===== src/rtl/xlt_pkg.sv =====
package xlt_pkg;
  localparam int VA_W    = 32;
  localparam int ASID_W  = 8;
  localparam int TAG_LSB = 13;
  localparam int TAG_W   = VA_W - TAG_LSB;
  localparam int MASK_W  = 12;
  localparam int PFN_W   = 20;
  localparam int OFS_W   = 12;
  localparam int LO_PAD  = VA_W - 6 - PFN_W;
  localparam int HI_GAP  = TAG_LSB - ASID_W;
  localparam int PM_PAD  = VA_W - TAG_LSB - MASK_W;
  localparam int MISS_BIT = 31;

  typedef enum logic [1:0] {
    OP_WR_IDX = 2'd0,
    OP_WR_RND = 2'd1,
    OP_PROBE  = 2'd2,
    OP_READ   = 2'd3
  } opKind_t;

  typedef struct packed {
    logic             valid;
    logic             dirty;
    logic [2:0]       attr;
    logic [PFN_W-1:0] pfn;
  } half_t;

  typedef struct packed {
    logic [TAG_W-1:0]  tag;
    logic [ASID_W-1:0] asid;
    logic [MASK_W-1:0] mask;
    logic              glob;
    half_t             even;
    half_t             odd;
  } entry_t;

  typedef struct packed {
    logic wrEn;
    logic wrRandom;
    logic probe;
    logic read;
  } ctlStrobe_t;
endpackage


===== src/rtl/xlt_ctrl.sv =====
module xlt_ctrl
  import xlt_pkg::*;
(
  input  logic       clk,
  input  logic       rstN,
  input  logic       opValid,
  input  logic [1:0] opKind,
  output ctlStrobe_t strobe,
  output logic       doneO
);
  always_comb begin
    strobe = '0;
    if (opValid) begin
      unique case (opKind_t'(opKind))
        OP_WR_IDX: strobe.wrEn = 1'b1;
        OP_WR_RND: begin
          strobe.wrEn     = 1'b1;
          strobe.wrRandom = 1'b1;
        end
        OP_PROBE:  strobe.probe = 1'b1;
        OP_READ:   strobe.read  = 1'b1;
      endcase
    end
  end

  always_ff @(posedge clk) begin
    if (!rstN) doneO <= 1'b0;
    else       doneO <= opValid;
  end
endmodule


===== src/rtl/xlt_match.sv =====
module xlt_match
  import xlt_pkg::*;
#(
  parameter int ENTRIES = 16
) (
  input  entry_t [ENTRIES-1:0]         tblIn,
  input  logic [VA_W-1:0]              va,
  input  logic [ASID_W-1:0]            asid,
  output logic                         hit,
  output logic [$clog2(ENTRIES)-1:0]   hitIdx
);
  localparam int IDX_W = $clog2(ENTRIES);

  logic [ENTRIES-1:0] hitVec;
  logic               unusedLow;
  assign unusedLow = ^va[TAG_LSB-1:0];

  for (genvar e = 0; e < ENTRIES; e++) begin : g_cmp
    logic [TAG_W-1:0] care;
    logic             tagEq;
    logic             spaceEq;
    assign care    = ~{{(TAG_W-MASK_W){1'b0}}, tblIn[e].mask};
    assign tagEq   = ((tblIn[e].tag ^ va[VA_W-1:TAG_LSB]) & care) == '0;
    assign spaceEq = tblIn[e].glob || (tblIn[e].asid == asid);
    assign hitVec[e] = tagEq && spaceEq;
  end

  always_comb begin
    hitIdx = '0;
    for (int e = ENTRIES - 1; e >= 0; e--) begin
      if (hitVec[e]) hitIdx = IDX_W'(e);
    end
  end

  assign hit = |hitVec;
endmodule


===== src/rtl/xlt_store.sv =====
module xlt_store
  import xlt_pkg::*;
#(
  parameter int ENTRIES   = 16,
  parameter bit LOOKUP_EN = 1'b1
) (
  input  logic                       clk,
  input  logic                       rstN,
  input  ctlStrobe_t                 strobe,
  input  logic [VA_W-1:0]            stageHi,
  input  logic [VA_W-1:0]            stageLo0,
  input  logic [VA_W-1:0]            stageLo1,
  input  logic [VA_W-1:0]            stageMask,
  input  logic [VA_W-1:0]            stageIdx,
  input  logic [$clog2(ENTRIES)-1:0] randIdx,
  input  logic [VA_W-1:0]            lkVaddr,
  input  logic [ASID_W-1:0]          lkAsid,
  output logic [VA_W-1:0]            idxO,
  output logic [VA_W-1:0]            hiO,
  output logic [VA_W-1:0]            lo0O,
  output logic [VA_W-1:0]            lo1O,
  output logic [VA_W-1:0]            maskO,
  output logic                       flushReq,
  output logic                       lkHit,
  output logic                       lkValid,
  output logic [VA_W-1:0]            lkPaddr,
  output logic                       lkDirty,
  output logic [2:0]                 lkAttr
);
  localparam int IDX_W = $clog2(ENTRIES);

  function automatic half_t splitHalf(input logic [VA_W-1:0] lo);
    half_t h;
    h.valid = lo[1];
    h.dirty = lo[2];
    h.attr  = lo[5:3];
    h.pfn   = lo[6 +: PFN_W];
    return h;
  endfunction

  function automatic logic [VA_W-1:0] joinHalf(input half_t h, input logic g);
    return {{LO_PAD{1'b0}}, h.pfn, h.attr, h.dirty, h.valid, g};
  endfunction

  entry_t [ENTRIES-1:0] tbl;
  entry_t               newEntry;
  entry_t               rdEnt;
  logic [IDX_W-1:0]     wrIdx;
  logic [IDX_W-1:0]     rdIdx;
  logic                 prHit;
  logic [IDX_W-1:0]     prIdx;
  logic                 unusedBits;

  assign unusedBits = ^{stageHi[TAG_LSB-1:ASID_W], stageLo0[VA_W-1:6+PFN_W],
                        stageLo1[VA_W-1:6+PFN_W], stageMask[VA_W-1:TAG_LSB+MASK_W],
                        stageMask[TAG_LSB-1:0]};

  always_comb begin
    newEntry.tag  = stageHi[VA_W-1:TAG_LSB];
    newEntry.asid = stageHi[ASID_W-1:0];
    newEntry.mask = stageMask[TAG_LSB +: MASK_W];
    newEntry.glob = stageLo0[0] & stageLo1[0];
    newEntry.even = splitHalf(stageLo0);
    newEntry.odd  = splitHalf(stageLo1);
  end

  assign wrIdx = strobe.wrRandom ? randIdx : stageIdx[IDX_W-1:0];
  assign rdIdx = stageIdx[IDX_W-1:0];
  assign rdEnt = tbl[rdIdx];

  always_ff @(posedge clk) begin
    if (!rstN) tbl <= '0;
    else if (strobe.wrEn) tbl[wrIdx] <= newEntry;
  end

  xlt_match #(.ENTRIES(ENTRIES)) u_probeMatch (
    .tblIn (tbl),
    .va    (stageHi),
    .asid  (stageHi[ASID_W-1:0]),
    .hit   (prHit),
    .hitIdx(prIdx)
  );

  always_ff @(posedge clk) begin
    if (!rstN) begin
      idxO     <= '0;
      hiO      <= '0;
      lo0O     <= '0;
      lo1O     <= '0;
      maskO    <= '0;
      flushReq <= 1'b0;
    end else begin
      flushReq <= 1'b0;
      if (strobe.probe) begin
        if (prHit) idxO <= {{(VA_W-IDX_W){1'b0}}, prIdx};
        else begin
          idxO           <= stageIdx;
          idxO[MISS_BIT] <= 1'b1;
        end
      end
      if (strobe.read) begin
        hiO      <= {rdEnt.tag, {HI_GAP{1'b0}}, rdEnt.asid};
        lo0O     <= joinHalf(rdEnt.even, rdEnt.glob);
        lo1O     <= joinHalf(rdEnt.odd, rdEnt.glob);
        maskO    <= {{PM_PAD{1'b0}}, rdEnt.mask, {TAG_LSB{1'b0}}};
        flushReq <= !rdEnt.glob && (rdEnt.asid != stageHi[ASID_W-1:0]);
      end
    end
  end

  if (LOOKUP_EN) begin : g_look
    logic             lmHit;
    logic [IDX_W-1:0] lmIdx;
    entry_t           lmEnt;
    half_t            lmHalf;
    logic [VA_W-1:0]  offMask;
    logic [VA_W-1:0]  selBit;
    logic [VA_W-1:0]  frame;

    xlt_match #(.ENTRIES(ENTRIES)) u_lookMatch (
      .tblIn (tbl),
      .va    (lkVaddr),
      .asid  (lkAsid),
      .hit   (lmHit),
      .hitIdx(lmIdx)
    );

    always_comb begin
      lmEnt   = tbl[lmIdx];
      offMask = {{(VA_W-MASK_W-OFS_W){1'b0}}, lmEnt.mask, {OFS_W{1'b1}}};
      selBit  = (offMask + 32'd1) & ~offMask;
      lmHalf  = ((lkVaddr & selBit) != '0) ? lmEnt.odd : lmEnt.even;
      frame   = {lmHalf.pfn, {OFS_W{1'b0}}};
      lkHit   = lmHit;
      lkValid = lmHit && lmHalf.valid;
      lkDirty = lmHit && lmHalf.dirty;
      lkAttr  = lmHit ? lmHalf.attr : 3'd0;
      lkPaddr = lmHit ? ((frame & ~offMask) | (lkVaddr & offMask)) : '0;
    end
  end else begin : g_noLook
    logic unusedLook;
    assign unusedLook = ^{lkVaddr, lkAsid};
    assign lkHit   = 1'b0;
    assign lkValid = 1'b0;
    assign lkDirty = 1'b0;
    assign lkAttr  = 3'd0;
    assign lkPaddr = '0;
  end
endmodule


===== src/rtl/xlt_unit.sv =====
module xlt_unit
  import xlt_pkg::*;
#(
  parameter int ENTRIES   = 16,
  parameter bit LOOKUP_EN = 1'b1
) (
  input  logic                       clk,
  input  logic                       rstN,
  input  logic                       opValid,
  input  logic [1:0]                 opKind,
  input  logic [31:0]                stageHi,
  input  logic [31:0]                stageLo0,
  input  logic [31:0]                stageLo1,
  input  logic [31:0]                stageMask,
  input  logic [31:0]                stageIdx,
  input  logic [$clog2(ENTRIES)-1:0] randIdx,
  input  logic [31:0]                lkVaddr,
  input  logic [7:0]                 lkAsid,
  output logic                       doneO,
  output logic [31:0]                idxO,
  output logic [31:0]                hiO,
  output logic [31:0]                lo0O,
  output logic [31:0]                lo1O,
  output logic [31:0]                maskO,
  output logic                       flushReq,
  output logic                       lkHit,
  output logic                       lkValid,
  output logic [31:0]                lkPaddr,
  output logic                       lkDirty,
  output logic [2:0]                 lkAttr
);
  ctlStrobe_t strobe;

  xlt_ctrl u_ctrl (
    .clk    (clk),
    .rstN   (rstN),
    .opValid(opValid),
    .opKind (opKind),
    .strobe (strobe),
    .doneO  (doneO)
  );

  xlt_store #(.ENTRIES(ENTRIES), .LOOKUP_EN(LOOKUP_EN)) u_store (
    .clk      (clk),
    .rstN     (rstN),
    .strobe   (strobe),
    .stageHi  (stageHi),
    .stageLo0 (stageLo0),
    .stageLo1 (stageLo1),
    .stageMask(stageMask),
    .stageIdx (stageIdx),
    .randIdx  (randIdx),
    .lkVaddr  (lkVaddr),
    .lkAsid   (lkAsid),
    .idxO     (idxO),
    .hiO      (hiO),
    .lo0O     (lo0O),
    .lo1O     (lo1O),
    .maskO    (maskO),
    .flushReq (flushReq),
    .lkHit    (lkHit),
    .lkValid  (lkValid),
    .lkPaddr  (lkPaddr),
    .lkDirty  (lkDirty),
    .lkAttr   (lkAttr)
  );
endmodule


===== config.mk =====
export PLATFORM = sky130hd
export DESIGN_NAME = xlt_unit
export DESIGN_NICKNAME = d
export VERILOG_FILES = /design/src/rtl/xlt_pkg.sv /design/src/rtl/xlt_ctrl.sv /design/src/rtl/xlt_match.sv /design/src/rtl/xlt_store.sv /design/src/rtl/xlt_unit.sv
export SDC_FILE = /design/constraint.sdc
export NUM_CORES = 2
export LEC_CHECK = 0
export BUFFER_PORTS_ARGS = -buffer_cell sky130_fd_sc_hd__buf_2
export CORE_ASPECT_RATIO = 1.25
export CORE_MARGIN = 1
export CORE_UTILIZATION = 63
export CTS_CLUSTER_DIAMETER = 60
export CTS_CLUSTER_SIZE = 28
export DETAILED_ROUTE_END_ITERATION = 6
export GPL_TIMING_DRIVEN = 0
export PLACE_DENSITY = 0.81
export SYNTH_ARGS = -nofsm -noshare
export SYNTH_HDL_FRONTEND = slang
export SYNTH_HIERARCHICAL = 1
export SYNTH_SLANG_ARGS = --single-unit

===== constraint.sdc =====
create_clock -name clk -period 10.13 [get_ports clk]
set_clock_uncertainty 0.2 [all_clocks]
set_input_delay 2.026 -clock clk [delete_from_list [all_inputs] [get_ports clk]]
set_output_delay 2.026 -clock clk [all_outputs]
set_load 0.01 [all_outputs]

==> out/qor.log, run 1 <==
[synthesis] most frequently used flop master after synthesis dfxtp_1
[run_status] first logged error message [ERROR GRT-0116] Global routing finished with congestion. Check the congestion regions in the DRC Viewer.
[floorplanning] height of the die 422 um
[floorplanning] die span in x 338 um
[synthesis] largest family of logic cells by synthesized area multiplexers
[clocking] CTS Hold Buffers Added 0
[global_route] pin count of the biggest net entering global routing 29
[synthesis] sequential-to-total area share from yosys stat 35.3%
[synthesis] most instantiated library cell after synthesis nand2_1
[floorplanning] number of top-level pins 409
[synthesis] post-synth cell types 70
[global_route] wire length of the first global-routing pass 797000 um
[synthesis] post-synthesis share of cell area spent on full adders, half adders and majority gates 0%
[floorplanning] initial cell density of the core 63.6%
[global_route] overall track demand over capacity in global routing 78.3%
[synthesis] average size of a mapped cell 9.28 um2
[synthesis] share of async-settable or async-resettable flops after synthesis 0%
[run_status] last stage reached global routing (5_1_grt)
[synthesis] parity-gate share of the synthesized area counting xor and xnor cells 8.60%
[clocking] library cell used as clock root buffer clkbuf_16
[synthesis] simple-gate portion of the synthesized area 16.0%
[place] count of buffers inserted at the top-level ports 227
[floorplanning] standard-cell rows 153
[run_status] result of the run stopped before the end
[synthesis] compound-cell area share of the yosys netlist 14.9%
[synthesis] Synth area leaders dfxtp_1, mux4_2, nand2_1, a21boi_0, xnor2_1
[place] DPL Wire Length 375000 um
[synthesis] post-synthesis mux area share 20.1%
[clocking] maximum buffer depth of the clock tree 3
[clocking] CTS Sinks 1564
[global_route] vias in the first global route 96719
[clocking] number of buffers added by the clock tree synthesis step 119
[synthesis] post-synthesis cell area 88800 um2
[synthesis] synthesis-stage register bit count 1564
[place] pre-CTS setup slack -1.70 ns
[global_route] grt total ovfl 532
[synthesis] Syn. warnings 6
[synthesis] Post-synth EDFFs 0
[place] Routability Congestion 1.24
[clocking] CTS H-tree lvls 3
[synthesis] share of Yosys cell area claimed by the top area cell type 35.3%
[synthesis] biggest area consumer among synthesized cells dfxtp_1
[synthesis] Synth top cells by count nand2_1, dfxtp_1, a21boi_0, mux4_2, clkbuf_1
[synthesis] cells after synthesis 9570
==> through the flow <==
stage	std cells	TNS, ns	area (um2)
floorplan	9606	0	88900
global placement	11693	-47.74	92400
detailed placement	11712	-37.83	92900
CTS	11939	-0.0277	98000
==> kinds of logic after synthesis <==
kind of cell,after synthesis
mux,846
flops,1564
compound gates,1818
other cells,1
buf+inv,1011
simple gates,3458
xor+xnor,872
==> metal layers <==
metal,GRT overflow,GRT usage [%]
met5,0,30.9
met2,302,93.5
met3,8,63.8
met4,218,77.7
met1,4,79.0
==> timing repair <==
action,CTS
setup buffers,1
gates resized for setup,157
endpoints found under the setup margin,25
pin swaps,8
==> inputs of run 2 (changes only) <==
--- a/config.mk
+++ b/config.mk
@@ -6,14 +6,11 @@
 export NUM_CORES = 2
 export LEC_CHECK = 0
 export BUFFER_PORTS_ARGS = -buffer_cell sky130_fd_sc_hd__buf_2
-export CORE_ASPECT_RATIO = 1.25
 export CORE_MARGIN = 1
-export CORE_UTILIZATION = 63
-export CTS_CLUSTER_DIAMETER = 60
-export CTS_CLUSTER_SIZE = 28
+export CORE_UTILIZATION = 40
 export DETAILED_ROUTE_END_ITERATION = 6
 export GPL_TIMING_DRIVEN = 0
-export PLACE_DENSITY = 0.81
+export PLACE_DENSITY_LB_ADDON = 0.15
 export SYNTH_ARGS = -nofsm -noshare
 export SYNTH_HDL_FRONTEND = slang
 export SYNTH_HIERARCHICAL = 1
==> out/qor.log, run 2 <==
[run_status] result of the run complete, but fails checks
[run_status] failing checks DRC, capacitance limit, slew limit, setup timing
[layout] number of flip-flops in the largest register 1440
[synthesis] share of async-settable or async-resettable flops after synthesis 0% [unchanged]
[clocking] clock latency at the later pin of the worst-skew pair 0.89 ns
[layout] Largest regs u_store/tbl: 1440 flops, u_store/idxO: 32 flops, u_store/hiO: 27 flops
[routing] DR iter-0 viols 12360
[power_and_ir_drop] peak ir drop on the vdd network 0.175 mV
[critical_path] endpoint arrival time on the critical path 8.06 ns
[clocking] CTS H-tree lvls 4 [+1]
[floorplanning] placeable core area 220000 um2
[critical_path] CP Data Required Time 7.90 ns
[critical_path] top fanout value on the critical path 10
[layout] Layout area overhead 14.9%
[sta] fin crit period 10.29 ns
[clocking] clock-pin slew on the worst setup and hold paths 0.06 ns
[routing] length of the first detailed-routing pass in iterations 7
[global_route] vias in the first global route 78833
[synthesis] most frequently used flop master after synthesis dfxtp_1
[critical_path] first element of the critical path lkVaddr[23]
[global_route] pin count of the biggest net entering global routing 17
[floorplanning] standard-cell rows 172 [+12%]
[clocking] number of buffers added by the clock tree synthesis step 185 [+55%]
[global_route] overall track demand over capacity in global routing 48.7%
[synthesis] post-synth cell types 70 [unchanged]
[layout] number of nets in the layout 10274
[sta] worst hold margin 0.277 ns
[sta] number of failing hold endpoints at the final stage 0
[synthesis] Synth top cells by count nand2_1, dfxtp_1, a21boi_0, mux4_2, clkbuf_1
[global_route] initial antenna violation count 114
[global_route] grt total ovfl 0
[sta] Final Setup Violations 21
[floorplanning] initial cell density of the core 40.3% [-23 points]
[hold_path] HP Class reg -> reg
[routing] Final Routed Wirelength 557000 um
[synthesis] most instantiated library cell after synthesis nand2_1
[layout] Final Core Density 46.3%
[synthesis] synthesis-stage register bit count 1564 [unchanged]
[routing] routed length per instance 42.0 um
[clocking] CTS Sinks 1564 [unchanged]
[floorplanning] full die area 224000 um2
[run] MaxCap Viol Count 20
[critical_path] Reg2Reg Launch Point u_store/tbl[1150]
[layout] filler instances 21313
[floorplanning] height of the die 473 um [+12%]
[sta] Least-Margin Pin Slew 1.73 ns
[routing] routed vias 85875
[critical_path] nature of the critical path startpoint input pin
[layout] commonest non-fill, non-tap cells in the layout nand2_1, dfxtp_1, a21boi_0
[sta] smallest setup slack after layout -0.156 ns
[floorplanning] die span in x 473 um [+40%]
[hold_path] startpoint of the lowest-slack hold path u_store/tbl[847]
[sta] RSZ-0062 raised after global routing true
[place] pre-CTS setup slack -1.95 ns [-0.242 ns]
[place] Routability Congestion 1.11 [-11%]
[synthesis] average size of a mapped cell 9.28 um2 [unchanged]
[synthesis] Syn. warnings 6 [unchanged]
[synthesis] biggest area consumer among synthesized cells dfxtp_1
[sta] final number of max-transition violations 175
[clocking] CTS Hold Buffers Added 0 [unchanged]
[sta] Fmax achieved 97.2 MHz
[synthesis] post-synthesis cell area 88800 um2 [unchanged]
[critical_path] crit path kind in -> out
[routing] DR vias/cell 6.47
[synthesis] Synth area leaders dfxtp_1, mux4_2, nand2_1, a21boi_0, xnor2_1
[clocking] TritonCTS clock tree done
[routing] Post-route DRC 3
[synthesis] share of Yosys cell area claimed by the top area cell type 35.3% [unchanged]
[place] DPL Wire Length 426000 um [+14%]
[synthesis] Post-synth EDFFs 0 [unchanged]
[layout] Top reg by flops u_store/tbl
[routing] final antenna-violating net count 0
[critical_path] endpoint kind of the worst setup timing path primary output
[sta] normalized max-slew margin -15.6%
[place] count of buffers inserted at the top-level ports 227 [unchanged]
[global_route] wire length of the first global-routing pass 727000 um
[clocking] maximum buffer depth of the clock tree 3 [unchanged]
[clocking] library cell used as clock root buffer clkbuf_16
[layout] commonest non-fill, non-tap cell in the layout nand2_1
[sta] post-route clock period utilization 102%
[sta] total negative slack -1.71 ns
[power_and_ir_drop] leakage 32.4 nW
[power_and_ir_drop] pwr dens 145 nW/um2
[floorplanning] number of top-level pins 409 [unchanged]
[synthesis] sequential-to-total area share from yosys stat 35.3% [unchanged]
[synthesis] cells after synthesis 9570 [unchanged]
[layout] share of final-layout standard cells stronger than drive strength 1 16.9%
run 2: cell counts after synthesis:
Identical to the previous run, type by type.
run 2: repair_timing:
item / 4_1_cts / 5_1_grt
setup buffers: 7 / 4
endpoints found under the setup margin: 25 / 25
hold endpoints to repair: 0 / 0
pin swaps: 10 / 16
gates resized for setup: 170 / 61
run 2: final timing paths:
kind,end,slack [ns],cells past startpoint
setup / recovery,lkPaddr[14],-0.16,21
hold / removal,u_store/tbl[847],0.28,2
setup reg to reg,u_store/idxO[19],4.77,14
hold reg to reg,u_store/tbl[847],0.28,2
run 2: routing by layer:
metal  routed length, um  track usage (%)
met4               59300             43.5
met5                 381                0
met3               66800             15.9
met2              233000             70.5
met1              197000             57.3
run 2: kinds of logic (layout without fill, tap and decap cells):
kind of cell	after synthesis	after routing	share of synthesized area [%]
AOI/OAI and AO/OA	1818	1818	14.9
xor gates and xnor gates	872	872	8.60
buffers and inverters	1011	1623	5.17
DFF	1564	1564	35.3
muxes	846	846	20.1
other	1	124	0.00422
and+or+nand+nor	3458	3458	16.0
run 2: area by class of cell:
type                    count  area (um2)  area share [%]
clock buffers             275        5400            5.29
repair buffers            273        2000            1.96
flip-flops and latches   1564       31300            30.7
multi-input cells        7031       53500            52.4
inverters                   8        30.0          0.0294
plain buffers            1002        5040            4.94
diodes                     87         218           0.213
clock inverters            65         816           0.800
well taps                2958        3700            3.63
run 2: where the power goes:
part / total, mW / internal [mW] / leakage [nW] / switching, mW
Combinational: 1.53 / 0.478 / 16.7 / 1.05
Clock: 6.98 / 3.98 / 3.05 / 3.01
Sequential: 6.28 / 6.20 / 12.6 / 0.0775
run 2: worst max-delay path: stages:
cell,delay [ns]
buf_2,0.13
buf_2,0.37
buf_4,0.48
xnor2_1,0.18
o22ai_1,0.11
nor4_1,0.45
nand2_2,0.22
nand3_1,0.22
nand4_1,0.13
o21ai_1,0.22
buf_6,0.22
buf_8,0.23
buf_6,0.23
buf_8,0.23
buf_8,0.27
buf_6,0.35
mux4_2,0.60
mux4_2,0.57
nand4b_1,0.22
nand3_1,0.26
buf_2,0.23
run 2: through the flow:
stage | power, mW | std cells | cell area, um2
6_report | 14.8 | 13263 | 102000
2_1_floorplan | 7.17 | 9606 | 88900
3_3_place_gp | 7.82 | 12791 | 93800
4_1_cts | 14.7 | 13170 | 101000
3_5_place_dp | 7.85 | 12823 | 94600
5_1_grt | 15.1 | 13197 | 102000
Note: power is estimated with default switching activity, not from simulation.
